===== config.mk =====
export PLATFORM = sky130hd
export DESIGN_NAME = serial_rom_slave
export DESIGN_NICKNAME = d
export VERILOG_FILES = /design/src/rtl/serial_rom_pkg.sv /design/src/rtl/line_event_detector.sv /design/src/rtl/rom_table.sv /design/src/rtl/serial_rom_slave.sv
export SDC_FILE = /design/constraint.sdc
export NUM_CORES = 1
export LEC_CHECK = 0
export ABC_AREA = 1
export BUFFER_PORTS_ARGS = -buffer_cell sky130_fd_sc_hd__buf_2
export CORE_ASPECT_RATIO = 0.9
export CORE_MARGIN = 2
export CORE_UTILIZATION = 50
export DETAILED_ROUTE_END_ITERATION = 16
export PLACE_DENSITY_LB_ADDON = 0.25
export SLEW_MARGIN = 20
export SYNTH_ARGS = -nofsm -noshare
export SYNTH_HDL_FRONTEND = slang
export SYNTH_SLANG_ARGS = --single-unit

===== constraint.sdc =====
create_clock -name clk -period 4.8 [get_ports clk]
set_clock_uncertainty 0.1 [all_clocks]
set_input_delay 1.2 -clock clk [delete_from_list [all_inputs] [get_ports clk]]
set_output_delay 1.2 -clock clk [all_outputs]
set_load 0.05 [all_outputs]

===== src/rtl/serial_rom_pkg.sv =====
// Package: shared types for the bit-stepped serial ROM slave.
// Assumes: one line event is classified per sampled step.
package serial_rom_pkg;

    // Classification of one sampled step of the two bus lines.
    typedef enum logic [2:0] {
        LN_NONE  = 3'd0,  // nothing of interest
        LN_START = 3'd1,  // data falls while clock stays high
        LN_STOP  = 3'd2,  // data rises while clock stays high
        LN_RISE  = 3'd3,  // clock rises, data steady: a bit
        LN_BAD   = 3'd4   // clock rises and data changes: violation
    } line_evt_e;

endpackage


===== src/rtl/line_event_detector.sv =====
// Module: line_event_detector
// Keeps the line levels seen at the previous step and classifies the
// current levels against them. Assumes inputs are meaningful only when
// step is high; the previous levels reset to the idle bus (both high).
module line_event_detector
    import serial_rom_pkg::*;
(
    input  logic      clk,
    input  logic      rst_n,
    input  logic      step,
    input  logic      scl_in,
    input  logic      sda_in,
    output line_evt_e evt
);

    logic prev_scl;
    logic prev_sda;

    // Remember line levels of the last sampled step.
    always_ff @(posedge clk) begin
        if (!rst_n) begin
            prev_scl <= 1'b1;
            prev_sda <= 1'b1;
        end else if (step) begin
            prev_scl <= scl_in;
            prev_sda <= sda_in;
        end
    end

    // Classify the current levels against the remembered ones.
    always_comb begin
        evt = LN_NONE;
        if (prev_scl && scl_in && (prev_sda != sda_in)) begin
            evt = sda_in ? LN_STOP : LN_START;
        end else if (!prev_scl && scl_in) begin
            evt = (prev_sda != sda_in) ? LN_BAD : LN_RISE;
        end
    end

endmodule


===== src/rtl/rom_table.sv =====
// Module: rom_table
// Read-only byte table, filled at reset from an arithmetic formula
// (a*ROM_MUL + ROM_ADD, truncated) and read combinationally.
// Assumes nothing writes it after reset.
module rom_table #(
    parameter int ADDR_W  = 8,
    parameter int DATA_W  = 8,
    parameter int ROM_MUL = 29,
    parameter int ROM_ADD = 91
) (
    input  logic              clk,
    input  logic              rst_n,
    input  logic [ADDR_W-1:0] rd_addr,
    output logic [DATA_W-1:0] rd_data
);

    localparam int DEPTH = 1 << ADDR_W;

    logic [DATA_W-1:0] mem [DEPTH];

    // Load the table contents during reset; hold them afterwards.
    always_ff @(posedge clk) begin
        if (!rst_n) begin
            for (int i = 0; i < DEPTH; i++) begin
                mem[i] <= DATA_W'(i * ROM_MUL + ROM_ADD);
            end
        end
    end

    // Asynchronous read port.
    assign rd_data = mem[rd_addr];

endmodule


===== src/rtl/serial_rom_slave.sv =====
// Module: serial_rom_slave
// Bit-stepped two-wire EEPROM target, read-only. Counts accepted bits
// from each START: command byte, acknowledge, then address (write) or
// data out (read), second acknowledge, then endless data repetition.
// Assumes the master updates lines one level change per step.
module serial_rom_slave
    import serial_rom_pkg::*;
#(
    parameter int ADDR_W  = 8,
    parameter int DATA_W  = 8,
    parameter int ROM_MUL = 29,
    parameter int ROM_ADD = 91
) (
    input  logic clk,
    input  logic rst_n,
    input  logic step,
    input  logic scl_in,
    input  logic sda_in,
    output logic sda_out,
    output logic proto_err
);

    localparam int CMD_BITS = 8;
    localparam int PH2_END  = CMD_BITS + ADDR_W;
    localparam int TICK_W   = $clog2(PH2_END + 1);

    line_evt_e         evt;
    logic              active;
    logic              ack_pend;
    logic              is_read;
    logic [TICK_W-1:0] tick;
    logic [ADDR_W-1:0] addr_q;
    logic [ADDR_W-1:0] next_addr;
    logic [DATA_W-1:0] data_q;
    logic [DATA_W-1:0] rom_byte;

    line_event_detector u_lines (
        .clk    (clk),
        .rst_n  (rst_n),
        .step   (step),
        .scl_in (scl_in),
        .sda_in (sda_in),
        .evt    (evt)
    );

    // Address as it will stand after the current bit (write mode shifts).
    assign next_addr = is_read ? addr_q : {addr_q[ADDR_W-2:0], sda_in};

    rom_table #(
        .ADDR_W  (ADDR_W),
        .DATA_W  (DATA_W),
        .ROM_MUL (ROM_MUL),
        .ROM_ADD (ROM_ADD)
    ) u_rom (
        .clk     (clk),
        .rst_n   (rst_n),
        .rd_addr (next_addr),
        .rd_data (rom_byte)
    );

    // Frame sequencer: bit counting, shifting, acknowledge and output.
    always_ff @(posedge clk) begin
        if (!rst_n) begin
            active    <= 1'b0;
            ack_pend  <= 1'b0;
            is_read   <= 1'b0;
            tick      <= '0;
            addr_q    <= '0;
            data_q    <= '0;
            sda_out   <= 1'b1;
            proto_err <= 1'b0;
        end else begin
            proto_err <= 1'b0;
            if (step) begin
                case (evt)
                    LN_START: begin
                        active   <= 1'b1;
                        tick     <= '0;
                        ack_pend <= 1'b0;
                        sda_out  <= 1'b1;
                    end
                    LN_STOP: begin
                        active   <= 1'b0;
                        tick     <= '0;
                        ack_pend <= 1'b0;
                        sda_out  <= 1'b1;
                    end
                    LN_BAD: begin
                        if (active) begin
                            proto_err <= 1'b1;
                        end
                    end
                    LN_RISE: begin
                        if (active) begin
                            if (ack_pend) begin
                                ack_pend <= 1'b0;
                                sda_out  <= (is_read || tick == TICK_W'(PH2_END))
                                            ? data_q[DATA_W-1] : 1'b1;
                            end else if (tick < TICK_W'(CMD_BITS)) begin
                                tick <= tick + TICK_W'(1);
                                if (tick == TICK_W'(CMD_BITS - 1)) begin
                                    is_read  <= sda_in;
                                    ack_pend <= 1'b1;
                                    sda_out  <= 1'b0;
                                end
                            end else if (tick < TICK_W'(PH2_END)) begin
                                tick <= tick + TICK_W'(1);
                                if (is_read) begin
                                    data_q  <= {data_q[DATA_W-2:0], data_q[DATA_W-1]};
                                    sda_out <= data_q[DATA_W-2];
                                end else begin
                                    addr_q  <= next_addr;
                                end
                                if (tick == TICK_W'(PH2_END - 1)) begin
                                    data_q   <= rom_byte;
                                    ack_pend <= 1'b1;
                                    sda_out  <= 1'b0;
                                end
                            end else begin
                                data_q  <= {data_q[DATA_W-2:0], data_q[DATA_W-1]};
                                sda_out <= data_q[DATA_W-2];
                            end
                        end
                    end
                    default: ;
                endcase
            end
        end
    end

    // no sampling without step.
    a_r11_hold_without_step: assert property (@(posedge clk) disable iff (!rst_n)
        !step |=> ($stable(sda_out) && !proto_err));

    // a violation flag lasts exactly one clock.
    a_r10_err_single_pulse: assert property (@(posedge clk) disable iff (!rst_n)
        proto_err |=> !proto_err);

    // a STOP releases the data line.
    a_r3_stop_releases: assert property (@(posedge clk) disable iff (!rst_n)
        (step && evt == LN_STOP) |=> sda_out);

    // a pending acknowledge always holds the data line low.
    a_r4_ack_drives_low: assert property (@(posedge clk) disable iff (!rst_n)
        ack_pend |-> !sda_out);

    // outside a frame the data line is released.
    a_r2_idle_released: assert property (@(posedge clk) disable iff (!rst_n)
        !active |-> sda_out);

    // bit count never passes the end of the second byte.
    a_r9_tick_bounded: assert property (@(posedge clk) disable iff (!rst_n)
        tick <= TICK_W'(PH2_END));

endmodule


==> out/metrics.yaml, run 1 <==
run_status:
  status: "finished clean"
die:
  floorplan.die_area_um2: 5130
  die-width_um: 75.3
  floorplan.rows: 23
  start_util: 0.516
  ios: 7
  placeable_core_region_um2: 4430
  chip_height_um: 68.2
worst_setup_path:
  crit_family: "compound AO/OA/AOI/OAI gates"
  worstPathArrival_ns: 2.90
  r2r_slack_ns: 2.19
  crit_end: "data_q[6]"
  timing.rr.start: "is_read"
  critical_path.cell_chain: "buf_2 > inv_2 > o21a_1 > ha_1 > inv_1 > o21ai_1 > o21ai_0 > nand2_1 > nand2_1 > o21ai_1 > nand2_1 > nand3_1 > a21oi_1"
  worst_r2r_endpoint: "data_q[6]"
  critical_path_cell_count: 13
  critPathBufInv: 3
  setup.worst_path.start_class: "primary input"
  worstPathRequired_ns: 4.91
  worst-r2r-cell-count: 12
  timing.critical_path.from: "sda_in"
  worst_path_most_repeated_cell: "nand2_1"
  timing.critical_path.slowest_stage_cell: "o21a_1"
  worst-path-max-fanout: 8
  crit_path_end_kind: "register"
  criticalPathCategory: "primary input to register"
  max_stage_delay_ns: 0.32
sta:
  final.hold.worst_slack_ns: 0.369
  hold_viol: 0
  tightest_slew_ns: 0.700
  report.final.setup_viol: 0
  maxSlewViolCount: 0
  final_period_minus_worst_setup_slack_ns: 2.79
  slew_headroom: 0.533
  min_period_over_period: 0.581
  maxClockFrequency_mhz: 359
  grt_setup_unrepaired: "false"
  final_setup_tns_ns: 0
route:
  drtPass1Iterations: 5
  via_count: 2282
  drt_iter0_markers: 281
  postRouteWirelength_mm: 5.21
  antenna_left: 0
  drc: 0
  avgViaCountPerCell: 5.41
  avgRoutedWirePerCell_um: 12.3
pwr:
  peakVddDrop_v: 0.000139
  p_leak_nw: 1.01
  power.density_cell_area_nw_per_um2: 192
clocking:
  cts.reportedPaths.clkPinSlew_ns: 0.09
  cts_tree: "yes"
  clock_insertion_delay_at_the_later_pin_of_the_skew_report_ns: 0.28
  clock_sinks: 28
  cts_hold_buffers: 0
  tritoncts.num_buffers: 3
  clockBufferDepth: 2
  post_cts.repair.setup_buffers: 0
  clockRootBuffer: "clkbuf_8"
  htree_levels: 1
  post_cts.resized_instances: 0
global_route:
  globalRouteOverflowTotal: 0
  grt_max_degree: 25
  grt_usage: 0.225
  global_route_wire_length_before_repair_mm: 9.08
  antenna_violations_before_repair: 0
  via_count_of_the_first_global_routing_pass: 1939
hold_path:
  min_from: "data_q[5]"
  worstHoldPathType: "register to register"
yosys:
  synthArstFlopShare: 0
  synthesis.area_um2: 2290
  ys_types: 37
  synth-seq-cells: 28
  post-synth-top-count-cell: "nand2_1"
  synth_edf_count: 0
  post_synth.cell_area_avg_um2: 6.34
  post-synth-top-area-cell: "dfxtp_1"
  post_synth_main_area_contributors: "dfxtp_1 24%, nand2_1 16%, nand3_1 9.8%"
  post-synth-top-area-fraction: 0.245
  synth.net_count: 378
  synth_top_flop_cell: "dfxtp_1"
  synth_cells: 361
  seq_area_frac_synth: 0.245
  ys_top_cells_by_count: "95 x nand2_1, 45 x nand3_1, 34 x a21oi_1"
  synthesis.yosys.warnings: 0
placement:
  gpl.final_weighted_congestion: 0.893
  port-buffer-count: 6
  detailed_place_hpwl_mm: 3.92
flow_run:
  drv.max_cap_violation_count: 0
layout:
  synthToLayoutAreaGrowth_pct: 4.21
  diodes: 0
  fillCellCount: 472
  num-nets-final: 378
  register_area_um2: 561
  drive_gt1_frac: 0.125
  multi_input_area_um2: 1490
## worst min path at each step
stage	end	cells past startpoint
3_3_place_gp	sda_out	2
6_report	data_q[5]	2
3_5_place_dp	sda_out	2
4_1_cts	sda_out	2
5_1_grt	sda_out	2
2_1_floorplan	addr_q[6]	2
## through the flow
step / utilization / setup WS, ns / power (W) / area, um^2 / cells
6_report: 0.538 / 2.01 / 0.000459 / 2380 / 422
5_1_grt: 0.538 / 1.85 / 0.000479 / 2380 / 422
4_1_cts: 0.538 / 2.03 / 0.000464 / 2380 / 422
3_5_place_dp: 0.522 / 1.75 / 0.000279 / 2310 / 418
3_3_place_gp: 0.522 / 1.78 / 0.000279 / 2310 / 418
2_1_floorplan: - / 2.13 / 0.000270 / 2290 / 361
## where the power goes
part           total (W)  switching, W  internal (W)
clock           0.000185     0.0000734      0.000112
combinational  0.0000373     0.0000259     0.0000114
sequential      0.000237    0.00000160      0.000235
## metal layers
metal  up-vias  share of wire  track usage
li1       1199              -            -
met1       995           0.51        0.346
met2        82           0.42        0.334
met3         6          0.064       0.0353
met4         0         0.0079       0.0329
met5         -              0            0
## registers in the layout (all words and copies together) (netlist names)
signal,cells
u_lines.prev_scl,1
addr_q,8
ack_pend,1
is_read,1
active,1
data_q,8
proto_err,1
u_lines.prev_sda,1
tick,5
sda_out,1
## cell type report
| cell class | instances | share of cell area |
|---|---|---|
| Multi-Input combinational cell | 280 | 0.623 |
| Timing Repair Buffer | 6 | 0.0126 |
| Sequential cell | 28 | 0.235 |
| Inverter | 42 | 0.0672 |
| Clock inverter | 1 | 0.0126 |
| Tap cell | 62 | 0.0325 |
| Clock buffer | 3 | 0.0173 |
## worst register-to-register path, cell delays in order (launching register included)
cell and delay [ns]:
dfxtp_1 0.76, nand2_1 0.18, o21a_1 0.26, ha_1 0.38, inv_1 0.12, o21ai_1 0.11
o21ai_0 0.18, nand2_1 0.07, nand2_1 0.08, o21ai_1 0.06, nand2_1 0.06, nand3_1 0.07
a21oi_1 0.13
## placed cells by master, fill, tap and decap left out, types with 2 or more instances in the layout
cell and instances:
a21oi_1 34, nand2_1 95, inv_1 31, nor4_1 2, dfxtp_1 28, a31oi_1 2
nand2_4 4, nand3_1 45, nor2_2 2, buf_2 6, nor2_1 14, inv_2 9
nand2_2 8, clkbuf_8 3, o21ai_0 32, o21ai_2 4, o21ai_1 8, ha_1 12
o211ai_1 4
## cells by family after synthesis
| family | after synthesis | synth area share |
|---|---|---|
| xor gates and xnor gates | 1 | 0.00383 |
| adders and majority gates | 12 | 0.0656 |
| AOI/OAI and AO/OA | 89 | 0.217 |
| buffers and inverters | 53 | 0.106 |
| and+or+nand+nor | 178 | 0.362 |
| DFF | 28 | 0.245 |
No activity file was read; power rests on OpenSTA's default activity.
==> run 2: changes to the inputs <==
ABC_AREA = 0   (was 1)
clock period = 2.7 ns   (was 4.8 ns; I/O delays follow)
==> out/metrics.yaml, run 2 <==
global_route:
  via_count_of_the_first_global_routing_pass: 2768  # +43%
  antenna_violations_before_repair: 0  # unchanged
  globalRouteOverflowTotal: 0  # unchanged
  global_route_wire_length_before_repair_mm: 14.0  # +55%
  grt_usage: 0.253  # +0.0283
  grt_max_degree: 42  # +68%
placement:
  postPlaceCellArea_um2: 3270  # +42%
  detailed_place_hpwl_mm: 6.21  # +59%
  gpl.final_weighted_congestion: 0.974  # +9.0%
  port-buffer-count: 6  # unchanged
  placed_cells: 500  # +20%
pwr:
  peakVddDrop_v: 0.000150  # +7.6%
  p_leak_nw: 1.21  # +20%
  power.density_cell_area_nw_per_um2: 234  # +22%
layout:
  drive_gt1_frac: 0.173  # +0.0477
  post-route-cell-area_um2: 3330  # +40%
  synthToLayoutAreaGrowth_pct: 5.85
  layout.cells.most_common: "nand2_1"
  multi_input_area_um2: 2280  # +53%
  layout_common_cells: "42 x nand2_1, 36 x nor2_1, 30 x o21ai_0"
  register_area_um2: 562  # +0.22%
  top_regs: "addr_q: 8 flops, data_q: 8 flops, tick: 5 flops"
  fillCellCount: 577  # +22%
  diodes: 0  # unchanged
  post_layout_nonfiller_instances: 504  # +19%
  num-nets-final: 435  # +15%
  layout.core_utilization: 0.545  # +0.00639
clocking:
  cts.reportedPaths.clkPinSlew_ns: 0.10  # about the same
  htree_levels: 1  # unchanged
  tritoncts.num_buffers: 3  # unchanged
  clockRootBuffer: "clkbuf_8"
  clock_sinks: 28  # unchanged
  cts_tree: "yes"
  clock_insertion_delay_at_the_later_pin_of_the_skew_report_ns: 0.28  # about the same
  clockBufferDepth: 2  # unchanged
  post_cts.repair.setup_buffers: 0  # unchanged
worst_setup_path:
  setup.worst_path.start_class: "register"
  crit_path_end_kind: "register"
  critical_path.cell_chain: "mux2_2 > buf_4 > ha_1 > nand2_1 > a211oi_1 > o311a_1 > a311oi_1 > o31ai_2 > a41oi_2"
  timing.critical_path.slowest_stage_cell: "dfxtp_2"
  max_stage_delay_ns: 0.41  # +0.09 ns
  worst-path-max-fanout: 8  # unchanged
  worstPathRequired_ns: 2.82  # -2.09 ns
  worstPathArrival_ns: 2.71  # -0.19 ns
  r2r_slack_ns: 0.11  # -2.08 ns
  criticalPathCategory: "register to register"
route:
  antenna_left: 0  # unchanged
  postRouteWirelength_mm: 8.63  # +66%
  avgRoutedWirePerCell_um: 17.1  # +39%
  via_count: 3168  # +39%
  drtPass1Iterations: 5  # unchanged
  drc: 0  # unchanged
  avgViaCountPerCell: 6.29  # +16%
  drt_iter0_markers: 359  # +28%
sta:
  min_period_over_period: 0.959
  slew_headroom: 0.486  # -0.0470
  report.final.setup_viol: 0  # unchanged
  maxClockFrequency_mhz: 386
  maxSlewViolCount: 0  # unchanged
  grt_setup_unrepaired: "false"
  tightest_slew_ns: 0.770  # +0.0696 ns
  final.hold.worst_slack_ns: 0.363  # -0.00587 ns
  hold_viol: 0  # unchanged
  final_period_minus_worst_setup_slack_ns: 2.59
yosys:
  proportion_of_synthesized_area_in_mux_cells: 0.0684  # +0.0684
  synthSimpleGateAreaFrac: 0.268  # -0.0940
  synthArstFlopShare: 0  # unchanged
  post-synth-top-area-cell: "dfxtp_1"
  post_synth.cell_area_avg_um2: 7.60  # +20%
  synth-adder-area-share: 0.0477  # -0.0179
  synth_top_family_by_area: "compound AO/OA/AOI/OAI gates"
  synth_compound_gate_area_share: 0.313  # +0.0964
  seq_area_frac_synth: 0.178  # -0.0667
  synthesis.area_um2: 3150  # +37%
  synth_top_flop_cell: "dfxtp_1"
  synth_cells: 414  # +15%
  post-synth-top-count-cell: "nand2_1"
  post-synth-top-area-fraction: 0.178  # -0.0667
  synthesis.yosys.warnings: 0  # unchanged
  synth-seq-cells: 28  # unchanged
  synth_edf_count: 0  # unchanged
  ys_types: 80  # +120%
  synth.net_count: 431  # +14%
  xor_xnor_share_of_the_synthesized_area: 0.0191  # +0.0153
  post_synth_main_area_contributors: "dfxtp_1 18%, nand2_1 5.1%, ha_1 4.8%"
  ys_top_cells_by_count: "43 x nand2_1, 36 x nor2_1, 30 x o21ai_0"
die:
  placeable_core_region_um2: 6110  # +38%
  ios: 7  # unchanged
  die-width_um: 87.6  # +16%
  floorplan.die_area_um2: 6940  # +35%
  floorplan.rows: 27  # +17%
  start_util: 0.514  # -0.00195
  chip_height_um: 79.2  # +16%
hold_path:
  worstHoldPathType: "register to register"
run_status:
  status: "finished clean"
flow_run:
  drv.max_cap_violation_count: 0  # unchanged
==> run 2: changes by cell type in the layout (fill, tap and decap cells not counted), moves of 7 or more <==
cell / previous run / this run
a211oi_1: 1 / 8
a21oi_1: 34 / 23
buf_4: 0 / 29
inv_1: 31 / 9
mux2i_1: 0 / 11
nand2_1: 95 / 42
nand2_2: 8 / 1
nand2b_1: 0 / 12
nand3_1: 45 / 13
nor2_1: 14 / 36
nor2b_1: 0 / 12
nor3_1: 1 / 10
==> run 2: critical path: cells and delay by family (launching register included) <==
kind	cells	cell delay, ns
buffers and inverters	1	0.18
muxes	1	0.37
and+or+nand+nor	1	0.11
adders and majority gates	1	0.27
DFF	1	0.41
AOI/OAI and AO/OA	5	1.08
==> run 2: where the power goes <==
part	leakage [nW]	internal, W	total [W]	switching (W)
Clock	0.0288	0.000131	0.000272	0.000141
Combinational	0.951	0.0000348	0.0000860	0.0000512
Sequential	0.227	0.000417	0.000422	0.00000495
Total	1.21	0.000583	0.000780	0.000197
==> run 2: layer usage <==
metal  vias up  GRT usage  part of all wire
li1       1524          -                 -
met1      1486      0.379              0.47
met2       137      0.370              0.44
met3        21     0.0364             0.071
met4         0     0.0785             0.022
met5         -          0                 0
==> run 2: per-stage QoR <==
| stage | setup TNS (ns) | setup WS, ns | total power (W) |
|---|---|---|---|
| after floorplan | 0 | 0.00527 | 0.000490 |
| after global placement | 0 | 0.0300 | 0.000515 |
| after detailed placement | -0.0230 | -0.0230 | 0.000517 |
| after CTS | 0 | 0.134 | 0.000783 |
| after global routing | 0 | 0.0508 | 0.000804 |
| final | 0 | 0.110 | 0.000780 |
==> run 2: final timing paths <==
check	startpoint	to	cells past startpoint
worst max-delay path	is_read	data_q[7]	9
worst min-delay path	data_q[1]	data_q[1]	2
worst max register to register	is_read	data_q[7]	9
worst min register to register	data_q[1]	data_q[1]	2
==> run 2: cell type report <==
class,instances,area share
flip-flops and latches,28,0.169
multi-input cells,334,0.684
well taps,87,0.0327
repair buffers,36,0.0804
inverters,15,0.0177
clock buffers,4,0.0165
==> run 2: kinds of logic (layout without fill, tap and decap cells) <==
| family | Yosys count | in the layout |
|---|---|---|
| xor gates and xnor gates | 6 | 6 |
| buffers and inverters | 52 | 55 |
| DFF | 28 | 28 |
| AOI/OAI and AO/OA | 137 | 137 |
| muxes | 18 | 18 |
| and+or+nand+nor | 161 | 161 |
| adders and majority gates | 12 | 12 |
==> run 2: what timing repair did <==
item,4_1_cts,5_1_grt
setup endpoints to repair,0,2
hold buffers,0,0
resized for setup,0,1
==> run 3: changes to the inputs <==
REMOVE_ABC_BUFFERS = 1   (was unset)
==> out/metrics.yaml, run 3 (same netlist as run 2, synthesis figures left out) <==
clocking:
  clockBufferDepth: 2  # unchanged
  clockRootBuffer: "clkbuf_8"
  tritoncts.num_buffers: 3  # unchanged
  clock_sinks: 28  # unchanged
  cts_tree: "yes"
  clock_insertion_delay_at_the_later_pin_of_the_skew_report_ns: 0.28  # about the same
  post_cts.repair.setup_buffers: 0  # unchanged
  cts.reportedPaths.clkPinSlew_ns: 0.10  # about the same
  htree_levels: 1  # unchanged
global_route:
  grt_usage: 0.249  # -0.00420
  global_route_wire_length_before_repair_mm: 14.1  # about the same
  globalRouteOverflowTotal: 0  # unchanged
  fraction_of_met2_tracks_used_by_global_routing: 0.370  # +0.000758
  grt_peak_use_layer: "met2"
  antenna_violations_before_repair: 0  # unchanged
  via_count_of_the_first_global_routing_pass: 2849  # +2.9%
  grt_use_met1: 0.365  # -0.0131
  grt_max_degree: 48  # +14%
  globalRouteMet3Util: 0.0405  # +0.00416
layout:
  num-nets-final: 440  # +1.1%
  post-route-cell-area_um2: 3340  # +0.23%
  synthToLayoutAreaGrowth_pct: 6.09
  top_regs: "addr_q: 8 flops, data_q: 8 flops, tick: 5 flops"
  diodes: 0  # unchanged
  fillCellCount: 577  # unchanged
  multi_input_area_um2: 2260  # -0.77%
  register_area_um2: 562  # unchanged
  layout.cells.most_common: "nand2_1"
  post_layout_nonfiller_instances: 509  # +0.99%
  drive_gt1_frac: 0.175  # +0.00269
  layout_common_cells: "43 x nand2_1, 36 x nor2_1, 35 x buf_4"
die:
  floorplan.rows: 27  # unchanged
  chip_height_um: 79.2  # unchanged
  start_util: 0.514  # unchanged
  floorplan.die_area_um2: 6940  # unchanged
  placeable_core_region_um2: 6110  # unchanged
  die-width_um: 87.6  # unchanged
  ios: 7  # unchanged
sta:
  maxClockFrequency_mhz: 392  # +1.6%
  tightest_slew_ns: 0.675  # -0.0946 ns
  hold_viol: 0  # unchanged
  min_period_over_period: 0.944  # -0.0151
  maxSlewViolCount: 0  # unchanged
  grt_setup_unrepaired: "false"
  slew_headroom: 0.549  # +0.0632
  report.final.setup_viol: 0  # unchanged
  final_period_minus_worst_setup_slack_ns: 2.55  # -0.0408 ns
  postLayoutSetupSlackWorst_ns: 0.151  # +0.0408 ns
route:
  drc: 0  # unchanged
  via_count: 3187  # +0.60%
  avgRoutedWirePerCell_um: 16.5  # -3.6%
  postRouteWirelength_mm: 8.40  # -2.6%
  drtPass1Iterations: 5  # unchanged
  drt_iter0_markers: 330  # -8.1%
  antenna_left: 0  # unchanged
  avgViaCountPerCell: 6.26  # -0.39%
run_status:
  status: "finished clean"
pwr:
  p_leak_nw: 1.22  # +1.5%
  power.density_cell_area_nw_per_um2: 232  # -0.87%
  totalPowerFinal_w: 0.000775  # -0.64%
  peakVddDrop_v: 0.000276  # +84%
worst_setup_path:
  worst-path-max-fanout: 6  # -2
  worstPathArrival_ns: 2.64  # -0.07 ns
  crit_path_end_kind: "register"
  setup.worst_path.start_class: "register"
  criticalPathCategory: "register to register"
  worstPathRequired_ns: 2.80  # -0.02 ns
hold_path:
  worstHoldPathType: "register to register"
placement:
  postPlaceCellArea_um2: 3280  # +0.11%
  detailed_place_hpwl_mm: 6.08  # -2.2%
  gpl.final_weighted_congestion: 0.969  # -0.51%
  port-buffer-count: 6  # unchanged
  placed_cells: 505  # +1.0%
  place_ws_ns: 0.0446  # +0.0676 ns
flow_run:
  drv.max_cap_violation_count: 0  # unchanged
## run 3: cell types whose count changed in the layout (fill, tap and decap cells not counted), sizes merged
cell,previous run,this run
buf,36,41
## run 3: critical path: stages, from the launching register on
cell and delay [ns]:
dfxtp_2 0.40, mux2_2 0.39, inv_1 0.13, ha_2 0.33, and2_1 0.17, o311a_1 0.30, o2111ai_2 0.20, a21o_1 0.11
a21oi_1 0.08, o32ai_1 0.26
## run 3: cell type report
| class | count | share of cell area |
|---|---|---|
| timing repair buffer | 41 | 0.0877 |
| sequential | 28 | 0.168 |
| clock buffer | 4 | 0.0165 |
| inverter | 15 | 0.0176 |
| tap | 87 | 0.0326 |
| multi-input combinational | 334 | 0.677 |
## run 3: per-stage QoR
step | hold slack [ns] | utilization | setup TNS (ns)
floorplan | 0.332 | - | -2.61
global placement | 0.341 | 0.536 | 0
detailed placement | 0.345 | 0.536 | 0
CTS | 0.360 | 0.545 | 0
global route | 0.394 | 0.546 | 0
finish | 0.358 | 0.546 | 0
## run 3: worst paths after layout
check	startpoint	endpoint	cells after the start	slack (ns)
setup / recovery	is_read	data_q[6]	9	0.15
hold reg to reg	data_q[3]	data_q[3]	2	0.36
setup reg to reg	is_read	data_q[6]	9	0.15
hold / removal	data_q[3]	data_q[3]	2	0.36
## run 3: layer usage
| layer | up-vias | part of all wire |
|---|---|---|
| met3 | 18 | 0.058 |
| li1 | 1543 | - |
| met1 | 1497 | 0.48 |
| met4 | 0 | 0.017 |
| met5 | - | 0 |
| met2 | 129 | 0.45 |
## run 3: power by group
group | internal, W | switching [W] | total [W] | leakage (nW)
logic | 0.0000364 | 0.0000502 | 0.0000866 | 0.969
registers | 0.000417 | 0.00000505 | 0.000422 | 0.227
clock network | 0.000131 | 0.000135 | 0.000266 | 0.0288
## run 3: timing repair
action | in CTS | in global routing
resized for setup | 0 | 2
setup endpoints to repair | 0 | 1
endpoints found under the hold margin | 0 | 0
hold buffers | 0 | 0
